## src/rtl/opd_pkg.sv

```systemverilog
package opd_pkg;

  typedef enum logic [2:0] {
    OPK_REG  = 3'd0,
    OPK_IMM  = 3'd1,
    OPK_IDX  = 3'd2,
    OPK_ABS  = 3'd3,
    OPK_PINC = 3'd4
  } opk_e;

  typedef enum logic [1:0] {
    ASEL_ZERO,
    ASEL_CONST,
    ASEL_WORD,
    ASEL_SYM
  } asel_e;

  typedef enum logic [2:0] {
    CG_ZERO,
    CG_ONE,
    CG_TWO,
    CG_FOUR,
    CG_EIGHT,
    CG_ALL1
  } cg_e;

  typedef enum logic [1:0] {
    ST_IDLE,
    ST_FETCH,
    ST_DONE
  } st_e;

  localparam int unsigned PC_REG = 0;
  localparam int unsigned SR_REG = 2;
  localparam int unsigned CG_REG = 3;

  typedef struct packed {
    opk_e  kind;
    asel_e asel;
    cg_e   cg;
    logic  need_fetch;
    logic  keep_reg;
  } cls_t;

endpackage

```

## src/rtl/opd_classify.sv

```systemverilog
module opd_classify
  import opd_pkg::*;
#(
  parameter int unsigned REG_W = 4
) (
  input  logic             is_dst,
  input  logic [1:0]       mode,
  input  logic [REG_W-1:0] reg_num,
  output cls_t             cls
);

  localparam logic [REG_W-1:0] R_PC = REG_W'(PC_REG);
  localparam logic [REG_W-1:0] R_SR = REG_W'(SR_REG);
  localparam logic [REG_W-1:0] R_CG = REG_W'(CG_REG);

  logic is_pc, is_sr, is_cg;

  assign is_pc = (reg_num == R_PC);
  assign is_sr = (reg_num == R_SR);
  assign is_cg = (reg_num == R_CG);

  always_comb begin
    cls.kind       = OPK_REG;
    cls.asel       = ASEL_ZERO;
    cls.cg         = CG_ZERO;
    cls.need_fetch = 1'b0;
    cls.keep_reg   = 1'b1;
    if (is_dst) begin
      if (mode[0]) begin
        cls.need_fetch = 1'b1;
        if (is_pc) begin
          cls.kind     = OPK_ABS;
          cls.asel     = ASEL_SYM;
          cls.keep_reg = 1'b0;
        end else if (is_sr) begin
          cls.kind     = OPK_ABS;
          cls.asel     = ASEL_WORD;
          cls.keep_reg = 1'b0;
        end else begin
          cls.kind = OPK_IDX;
          cls.asel = ASEL_WORD;
        end
      end
    end else begin
      unique case (mode)
        2'b00: begin
          if (is_cg) begin
            cls.kind     = OPK_IMM;
            cls.asel     = ASEL_CONST;
            cls.cg       = CG_ZERO;
            cls.keep_reg = 1'b0;
          end
        end
        2'b01: begin
          if (is_cg) begin
            cls.kind     = OPK_IMM;
            cls.asel     = ASEL_CONST;
            cls.cg       = CG_ONE;
            cls.keep_reg = 1'b0;
          end else begin
            cls.need_fetch = 1'b1;
            if (is_pc) begin
              cls.kind     = OPK_ABS;
              cls.asel     = ASEL_SYM;
              cls.keep_reg = 1'b0;
            end else if (is_sr) begin
              cls.kind     = OPK_ABS;
              cls.asel     = ASEL_WORD;
              cls.keep_reg = 1'b0;
            end else begin
              cls.kind = OPK_IDX;
              cls.asel = ASEL_WORD;
            end
          end
        end
        2'b10: begin
          if (is_sr || is_cg) begin
            cls.kind     = OPK_IMM;
            cls.asel     = ASEL_CONST;
            cls.cg       = is_sr ? CG_FOUR : CG_TWO;
            cls.keep_reg = 1'b0;
          end else begin
            cls.kind = OPK_IDX;
          end
        end
        default: begin
          if (is_pc) begin
            cls.kind       = OPK_IMM;
            cls.asel       = ASEL_WORD;
            cls.need_fetch = 1'b1;
            cls.keep_reg   = 1'b0;
          end else if (is_sr || is_cg) begin
            cls.kind     = OPK_IMM;
            cls.asel     = ASEL_CONST;
            cls.cg       = is_sr ? CG_EIGHT : CG_ALL1;
            cls.keep_reg = 1'b0;
          end else begin
            cls.kind = OPK_PINC;
          end
        end
      endcase
    end
  end

endmodule

```

## src/rtl/opd_addend.sv

```systemverilog
module opd_addend
  import opd_pkg::*;
#(
  parameter int unsigned WORD_W = 16,
  parameter int unsigned EXT_W  = 4,
  parameter int unsigned OFS_W  = 8
) (
  input  asel_e                    asel,
  input  cg_e                      cg,
  input  logic                     ext_valid,
  input  logic [EXT_W-1:0]         ext_hi,
  input  logic [WORD_W-1:0]        word,
  input  logic [WORD_W+EXT_W-1:0]  pc,
  input  logic [OFS_W-1:0]         ofs,
  output logic [WORD_W+EXT_W-1:0]  addend
);

  localparam int unsigned ADDR_W = WORD_W + EXT_W;

  logic [EXT_W-1:0]  hi_part;
  logic [ADDR_W-1:0] wide_word;
  logic [ADDR_W-1:0] sym_addr;
  logic [ADDR_W-1:0] cg_val;

  assign hi_part   = ext_valid ? ext_hi : '0;
  assign wide_word = {hi_part, word};
  assign sym_addr  = wide_word + pc + ADDR_W'(ofs);

  always_comb begin
    unique case (cg)
      CG_ONE:   cg_val = ADDR_W'(1);
      CG_TWO:   cg_val = ADDR_W'(2);
      CG_FOUR:  cg_val = ADDR_W'(4);
      CG_EIGHT: cg_val = ADDR_W'(8);
      CG_ALL1:  cg_val = '1;
      default:  cg_val = '0;
    endcase
  end

  always_comb begin
    unique case (asel)
      ASEL_CONST: addend = cg_val;
      ASEL_WORD:  addend = wide_word;
      ASEL_SYM:   addend = sym_addr;
      default:    addend = '0;
    endcase
  end

endmodule

```

## src/rtl/opd_ctrl.sv

```systemverilog
module opd_ctrl
  import opd_pkg::*;
(
  input  logic clk,
  input  logic rst_n,
  input  logic start,
  input  logic need_fetch,
  input  logic fetch_ack,
  output logic fetch_req,
  output logic op_valid,
  output logic idle,
  output logic load_req,
  output logic load_desc
);

  st_e st_q, st_d;

  always_comb begin
    st_d = st_q;
    unique case (st_q)
      ST_IDLE:  if (start) st_d = need_fetch ? ST_FETCH : ST_DONE;
      ST_FETCH: if (fetch_ack) st_d = ST_DONE;
      ST_DONE:  st_d = ST_IDLE;
      default:  st_d = ST_IDLE;
    endcase
  end

  always_ff @(posedge clk or negedge rst_n) begin
    if (!rst_n) st_q <= ST_IDLE;
    else        st_q <= st_d;
  end

  assign idle      = (st_q == ST_IDLE);
  assign fetch_req = (st_q == ST_FETCH);
  assign op_valid  = (st_q == ST_DONE);
  assign load_req  = idle && start;
  assign load_desc = (load_req && !need_fetch) || (fetch_req && fetch_ack);

endmodule

```

## src/rtl/opnd_mode_decoder.sv

```systemverilog
module opnd_mode_decoder
  import opd_pkg::*;
#(
  parameter int unsigned WORD_W      = 16,
  parameter int unsigned EXT_W       = 4,
  parameter int unsigned REG_W       = 4,
  parameter int unsigned OFS_W       = 8,
  parameter int unsigned SYNC_STAGES = 2
) (
  input  logic                    clk,
  input  logic                    rst_n,
  input  logic                    start,
  input  logic                    is_dst,
  input  logic [1:0]              mode,
  input  logic [REG_W-1:0]        reg_num,
  input  logic                    ext_valid,
  input  logic [EXT_W-1:0]        ext_hi,
  input  logic [WORD_W+EXT_W-1:0] instr_pc,
  input  logic [OFS_W-1:0]        word_ofs,
  output logic                    fetch_req,
  input  logic                    fetch_ack,
  input  logic [WORD_W-1:0]       fetch_word,
  output logic                    op_valid,
  output logic [2:0]              op_kind,
  output logic [REG_W-1:0]        op_reg,
  output logic [WORD_W+EXT_W-1:0] op_addend
);

  localparam int unsigned ADDR_W = WORD_W + EXT_W;

  // reset: asserted at once, released through a synchronizer
  logic rst_n_sync;

  generate
    if (SYNC_STAGES <= 1) begin : g_sync1
      logic rs_q;
      always_ff @(posedge clk or negedge rst_n) begin
        if (!rst_n) rs_q <= 1'b0;
        else        rs_q <= 1'b1;
      end
      assign rst_n_sync = rs_q;
    end else begin : g_syncn
      logic [SYNC_STAGES-1:0] rs_q;
      always_ff @(posedge clk or negedge rst_n) begin
        if (!rst_n) rs_q <= '0;
        else        rs_q <= {rs_q[SYNC_STAGES-2:0], 1'b1};
      end
      assign rst_n_sync = rs_q[SYNC_STAGES-1];
    end
  endgenerate

  // control
  logic ctl_idle, load_req, load_desc;
  cls_t cls;

  opd_ctrl u_ctrl (
    .clk        (clk),
    .rst_n      (rst_n_sync),
    .start      (start),
    .need_fetch (cls.need_fetch),
    .fetch_ack  (fetch_ack),
    .fetch_req  (fetch_req),
    .op_valid   (op_valid),
    .idle       (ctl_idle),
    .load_req   (load_req),
    .load_desc  (load_desc)
  );

  // captured request fields
  logic              h_dst_q, h_dst_d;
  logic [1:0]        h_mode_q, h_mode_d;
  logic [REG_W-1:0]  h_reg_q, h_reg_d;
  logic              h_extv_q, h_extv_d;
  logic [EXT_W-1:0]  h_ext_q, h_ext_d;
  logic [ADDR_W-1:0] h_pc_q, h_pc_d;
  logic [OFS_W-1:0]  h_ofs_q, h_ofs_d;

  always_comb begin
    h_dst_d  = h_dst_q;
    h_mode_d = h_mode_q;
    h_reg_d  = h_reg_q;
    h_extv_d = h_extv_q;
    h_ext_d  = h_ext_q;
    h_pc_d   = h_pc_q;
    h_ofs_d  = h_ofs_q;
    if (load_req) begin
      h_dst_d  = is_dst;
      h_mode_d = mode;
      h_reg_d  = reg_num;
      h_extv_d = ext_valid;
      h_ext_d  = ext_hi;
      h_pc_d   = instr_pc;
      h_ofs_d  = word_ofs;
    end
  end

  always_ff @(posedge clk or negedge rst_n_sync) begin
    if (!rst_n_sync) begin
      h_dst_q  <= 1'b0;
      h_mode_q <= '0;
      h_reg_q  <= '0;
      h_extv_q <= 1'b0;
      h_ext_q  <= '0;
      h_pc_q   <= '0;
      h_ofs_q  <= '0;
    end else begin
      h_dst_q  <= h_dst_d;
      h_mode_q <= h_mode_d;
      h_reg_q  <= h_reg_d;
      h_extv_q <= h_extv_d;
      h_ext_q  <= h_ext_d;
      h_pc_q   <= h_pc_d;
      h_ofs_q  <= h_ofs_d;
    end
  end

  // live fields while idle, captured fields while busy
  logic              s_dst, s_extv;
  logic [1:0]        s_mode;
  logic [REG_W-1:0]  s_reg;
  logic [EXT_W-1:0]  s_ext;
  logic [ADDR_W-1:0] s_pc;
  logic [OFS_W-1:0]  s_ofs;

  assign s_dst  = ctl_idle ? is_dst    : h_dst_q;
  assign s_mode = ctl_idle ? mode      : h_mode_q;
  assign s_reg  = ctl_idle ? reg_num   : h_reg_q;
  assign s_extv = ctl_idle ? ext_valid : h_extv_q;
  assign s_ext  = ctl_idle ? ext_hi    : h_ext_q;
  assign s_pc   = ctl_idle ? instr_pc  : h_pc_q;
  assign s_ofs  = ctl_idle ? word_ofs  : h_ofs_q;

  opd_classify #(.REG_W(REG_W)) u_cls (
    .is_dst  (s_dst),
    .mode    (s_mode),
    .reg_num (s_reg),
    .cls     (cls)
  );

  logic [ADDR_W-1:0] addend_w;

  opd_addend #(.WORD_W(WORD_W), .EXT_W(EXT_W), .OFS_W(OFS_W)) u_add (
    .asel      (cls.asel),
    .cg        (cls.cg),
    .ext_valid (s_extv),
    .ext_hi    (s_ext),
    .word      (fetch_word),
    .pc        (s_pc),
    .ofs       (s_ofs),
    .addend    (addend_w)
  );

  // descriptor registers
  logic [2:0]        kind_q, kind_d;
  logic [REG_W-1:0]  oreg_q, oreg_d;
  logic [ADDR_W-1:0] add_q, add_d;

  always_comb begin
    kind_d = kind_q;
    oreg_d = oreg_q;
    add_d  = add_q;
    if (load_desc) begin
      kind_d = cls.kind;
      oreg_d = cls.keep_reg ? s_reg : '0;
      add_d  = addend_w;
    end
  end

  always_ff @(posedge clk or negedge rst_n_sync) begin
    if (!rst_n_sync) begin
      kind_q <= '0;
      oreg_q <= '0;
      add_q  <= '0;
    end else begin
      kind_q <= kind_d;
      oreg_q <= oreg_d;
      add_q  <= add_d;
    end
  end

  assign op_kind   = kind_q;
  assign op_reg    = oreg_q;
  assign op_addend = add_q;

endmodule

```

## config.mk

```make
export PLATFORM = sky130hd
export DESIGN_NAME = opnd_mode_decoder
export DESIGN_NICKNAME = d
export VERILOG_FILES = /design/src/rtl/opd_pkg.sv /design/src/rtl/opd_classify.sv /design/src/rtl/opd_addend.sv /design/src/rtl/opd_ctrl.sv /design/src/rtl/opnd_mode_decoder.sv
export SDC_FILE = /design/constraint.sdc
export NUM_CORES = 1
export LEC_CHECK = 0
export BUFFER_PORTS_ARGS = -buffer_cell sky130_fd_sc_hd__buf_2
export CAP_MARGIN = 20
export CORE_UTILIZATION = 57
export CTS_BUF_LIST = sky130_fd_sc_hd__clkbuf_2 sky130_fd_sc_hd__clkbuf_4 sky130_fd_sc_hd__clkbuf_8
export CTS_CLUSTER_SIZE = 40
export DETAILED_ROUTE_END_ITERATION = 7
export HOLD_SLACK_MARGIN = 0.1
export PLACE_DENSITY = 0.92
export SYNTH_ARGS = -nofsm -noshare
export SYNTH_HDL_FRONTEND = slang
export SYNTH_SLANG_ARGS = --single-unit
export TNS_END_PERCENT = 100
```

## constraint.sdc

```tcl
create_clock -name clk -period 3.3 [get_ports clk]
set_input_delay 0.165 -clock clk [delete_from_list [all_inputs] [get_ports clk]]
set_output_delay 0.165 -clock clk [all_outputs]
set_load 0.01 [all_outputs]
```

==> flow_metrics.py <==
metrics = {
    "synthesis": {
        "syn_nets": 678,
        "yosys_warnings": 0,
        "synth_edf_count": 0,
        "ys_top_cells_by_area": "dfrtp_1 36%, nand2_1 14%, ha_1 7.4%",
        "postSynth.asyncResetShare": 1.00,
        "synth.distinct_cells": 62,
        "synth_top_area_frac": 0.361,
        "mappedNetlistArea_sq_um": 4920,
        "yosysTopAreaCell": "dfrtp_1",
        "ys.flop_type": "dfrtp_1",
        "netlist_instances": 580,
        "synthMostInstantiatedCell": "nand2_1",
        "ys_seq_elements": 71,
        "synth_common_cells": "180 x nand2_1, 71 x dfrtp_1, 30 x inv_1",
        "yosysSeqAreaShare": 0.361,
        "syn_avg_cell_area_sq_um": 8.48,
    },
    "sta": {
        "max_slew_margin": 0.527,
        "slew_violations": 0,
        "worst_slew_pin_slew_ps": 709,
        "fmax_mhz": 253,
        "setup_viol": 16,
        "hold_violations": 0,
        "worst_slack_ps": -660,
        "fin_crit_sh": 1.20,
        "fin_hold_ws_ps": 113,
        "final.setup.tns_ps": -4450,
        "finClkSkew_ps": 21.2,
        "min_period_ps": 3960,
        "rsz0062_at_grt": "yes",
    },
    "die": {
        "die_area_sq_um": 9000,
        "start_util": 0.592,
        "floorplan.core_area_sq_um": 8300,
        "num_io_pins": 89,
        "rows": 33,
        "die_h_um": 94.9,
        "dieWidth_um": 94.9,
    },
    "clock_network": {
        "cts_tree": "yes",
        "numCtsBuffers": 9,
        "h-tree-depth": 3,
        "root_buffer": "clkbuf_8",
        "clk_pin_slew_ps": 100,
        "clock_sinks": 71,
        "cts_buffer_depth": 2,
        "clock_latency_ps": 380,
    },
    "place": {
        "gp_congestion": 0.933,
        "pre_cts_ws_ps": -299,
        "place_hpwl_um": 9560,
        "portBuffers": 88,
    },
    "global_routing": {
        "grt_max_degree": 47,
        "gr-total-overflow": 0,
        "antenna_found_initial": 0,
        "grt_pass1_wl_um": 24700,
        "grt_pass1_vias": 5245,
        "grt_usage": 0.367,
    },
    "critical_path": {
        "worstSetupStartpointType": "flop",
        "cp_max_fo": 4,
        "worstPathArrival_ps": 4180,
        "crit_family": "compound AO/OA/AOI/OAI gates",
        "required_ps": 3520,
        "reg2reg_depth": 17,
        "path_cells": "buf_6 > nor2_4 > buf_6 > buf_4 > mux2i_1 > fa_1 > inv_1 > ha_1 > nand2_1 > o21ai_2 > o211ai_1 > buf_4 > a21boi_1 > o21ai_2 > and4_4 > o31ai_1 > a31oi_1",
        "cp_slowest_cell": "fa_1",
        "cpPeakStageDelay_ps": 480,
        "regToRegSetupSlack_ps": -660,
        "r2r-end": "op_addend[15]$_DFFE_PN0P_",
        "end_kind": "flop",
        "crit-reg2reg-launch": "u_ctrl.st_q[1]$_DFFE_PN0P_",
        "crit_buf_inv": 5,
        "crit_type": "flop to flop",
    },
    "drt": {
        "dr_total_vias": 5470,
        "dr.pass1.iters": 6,
        "wirelength_um": 17500,
        "drc": 0,
        "ant_nets": 0,
        "wl_per_cell_um": 20.5,
        "drt_iter0_drc": 546,
        "viasPerCell": 6.41,
    },
    "finish": {
        "synthToLayoutAreaGrowth_pct": 36.8,
        "antennaDiodeCount": 0,
        "fin_nets": 842,
        "nFillCells": 438,
        "drive_gt1_frac": 0.298,
        "postLayoutCoreUtil": 0.810,
    },
    "status": {
        "status": "finished, violations left",
        "violations": "setup timing",
    },
    "worst_hold_path": {
        "hold_class": "input pin to async pin",
    },
    "flow_run": {
        "drv_cap": 0,
    },
}
==> timing repair <==
action	CTS	global route
endpoints found under the hold margin	44	0
cloned	0	0
setup buffers	11	2
pin swaps	17	22
hold buffers	41	0
resized for setup	24	36
endpoints found under the setup margin	11	18
==> per-stage QoR <==
| stage | instance area, sq um | instances |
|---|---|---|
| 2_1_floorplan | 5010 | 580 |
| 3_3_place_gp | 5720 | 785 |
| 3_5_place_dp | 5720 | 785 |
| 4_1_cts | 6560 | 853 |
| 5_1_grt | 6720 | 854 |
| 6_report | 6720 | 854 |
==> worst register-to-register path, stage by stage, from the launching register on <==
cell and delay (ps):
dfrtp_1 430, buf_6 140, nor2_4 170, buf_6 160, buf_4 130, mux2i_1 80
fa_1 480, inv_1 60, ha_1 360, nand2_1 120, o21ai_2 270, o211ai_1 190
buf_4 180, a21boi_1 360, o21ai_2 160, and4_4 200, o31ai_1 210, a31oi_1 100
==> cell families after synthesis <==
group                    Yosys count  synth area share
AO/OA/AOI/OAI                    119             0.169
XOR/XNOR                          12            0.0214
adder cells (fa/ha/maj)           38             0.110
buffers and inverters             56            0.0476
flip-flops                        71             0.361
multiplexers                      35            0.0776
other                              1          0.000763
AND/OR/NAND/NOR                  248             0.212
==> layout make-up <==
class | instances | area (sq um) | area share
tap | 105 | 131 | 0.0195
clock buffer | 10 | 131 | 0.0195
timing repair buffer | 178 | 1260 | 0.188
sequential | 71 | 1780 | 0.264
inverter | 31 | 116 | 0.0173
clock inverter | 6 | 133 | 0.0197
multi-input combinational | 453 | 3170 | 0.471
==> layout by cell type (no fill, tap or decap), drive strengths merged, types with 8 or more instances in the layout <==
cell	instances
fa	9
o21a	12
buf	137
dfrtp	71
dlygate4sd3	41
nand2	180
ha	29
a21oi	29
o21ai	20
nor2	25
o211ai	12
xnor2	8
inv	31
a31oi	8
nand3	10
mux2i	29
clkbuf	10
==> how the worst max path moves through the flow <==
stage / startpoint / to / cells past startpoint
after floorplan: u_ctrl.st_q[1]$_DFFE_PN0P_ / op_addend[19]$_DFFE_PN0P_ / 17
after global placement: u_ctrl.st_q[0]$_DFFE_PN0P_ / op_addend[19]$_DFFE_PN0P_ / 14
after detailed placement: u_ctrl.st_q[1]$_DFFE_PN0P_ / op_addend[16]$_DFFE_PN0P_ / 15
after CTS: u_ctrl.st_q[1]$_DFFE_PN0P_ / op_addend[19]$_DFFE_PN0P_ / 14
after global routing: u_ctrl.st_q[1]$_DFFE_PN0P_ / op_addend[15]$_DFFE_PN0P_ / 17
final: u_ctrl.st_q[1]$_DFFE_PN0P_ / op_addend[15]$_DFFE_PN0P_ / 17
==> metal layers <==
metal	track usage	wire length (um)
met3	0.0910	1820
met4	0.237	1490
met1	0.413	6180
met2	0.619	8060
met5	0	0
Power is left out: the tool's default activity adds up to more than one toggle a clock period on the data nets, which glitch-free logic cannot reach.
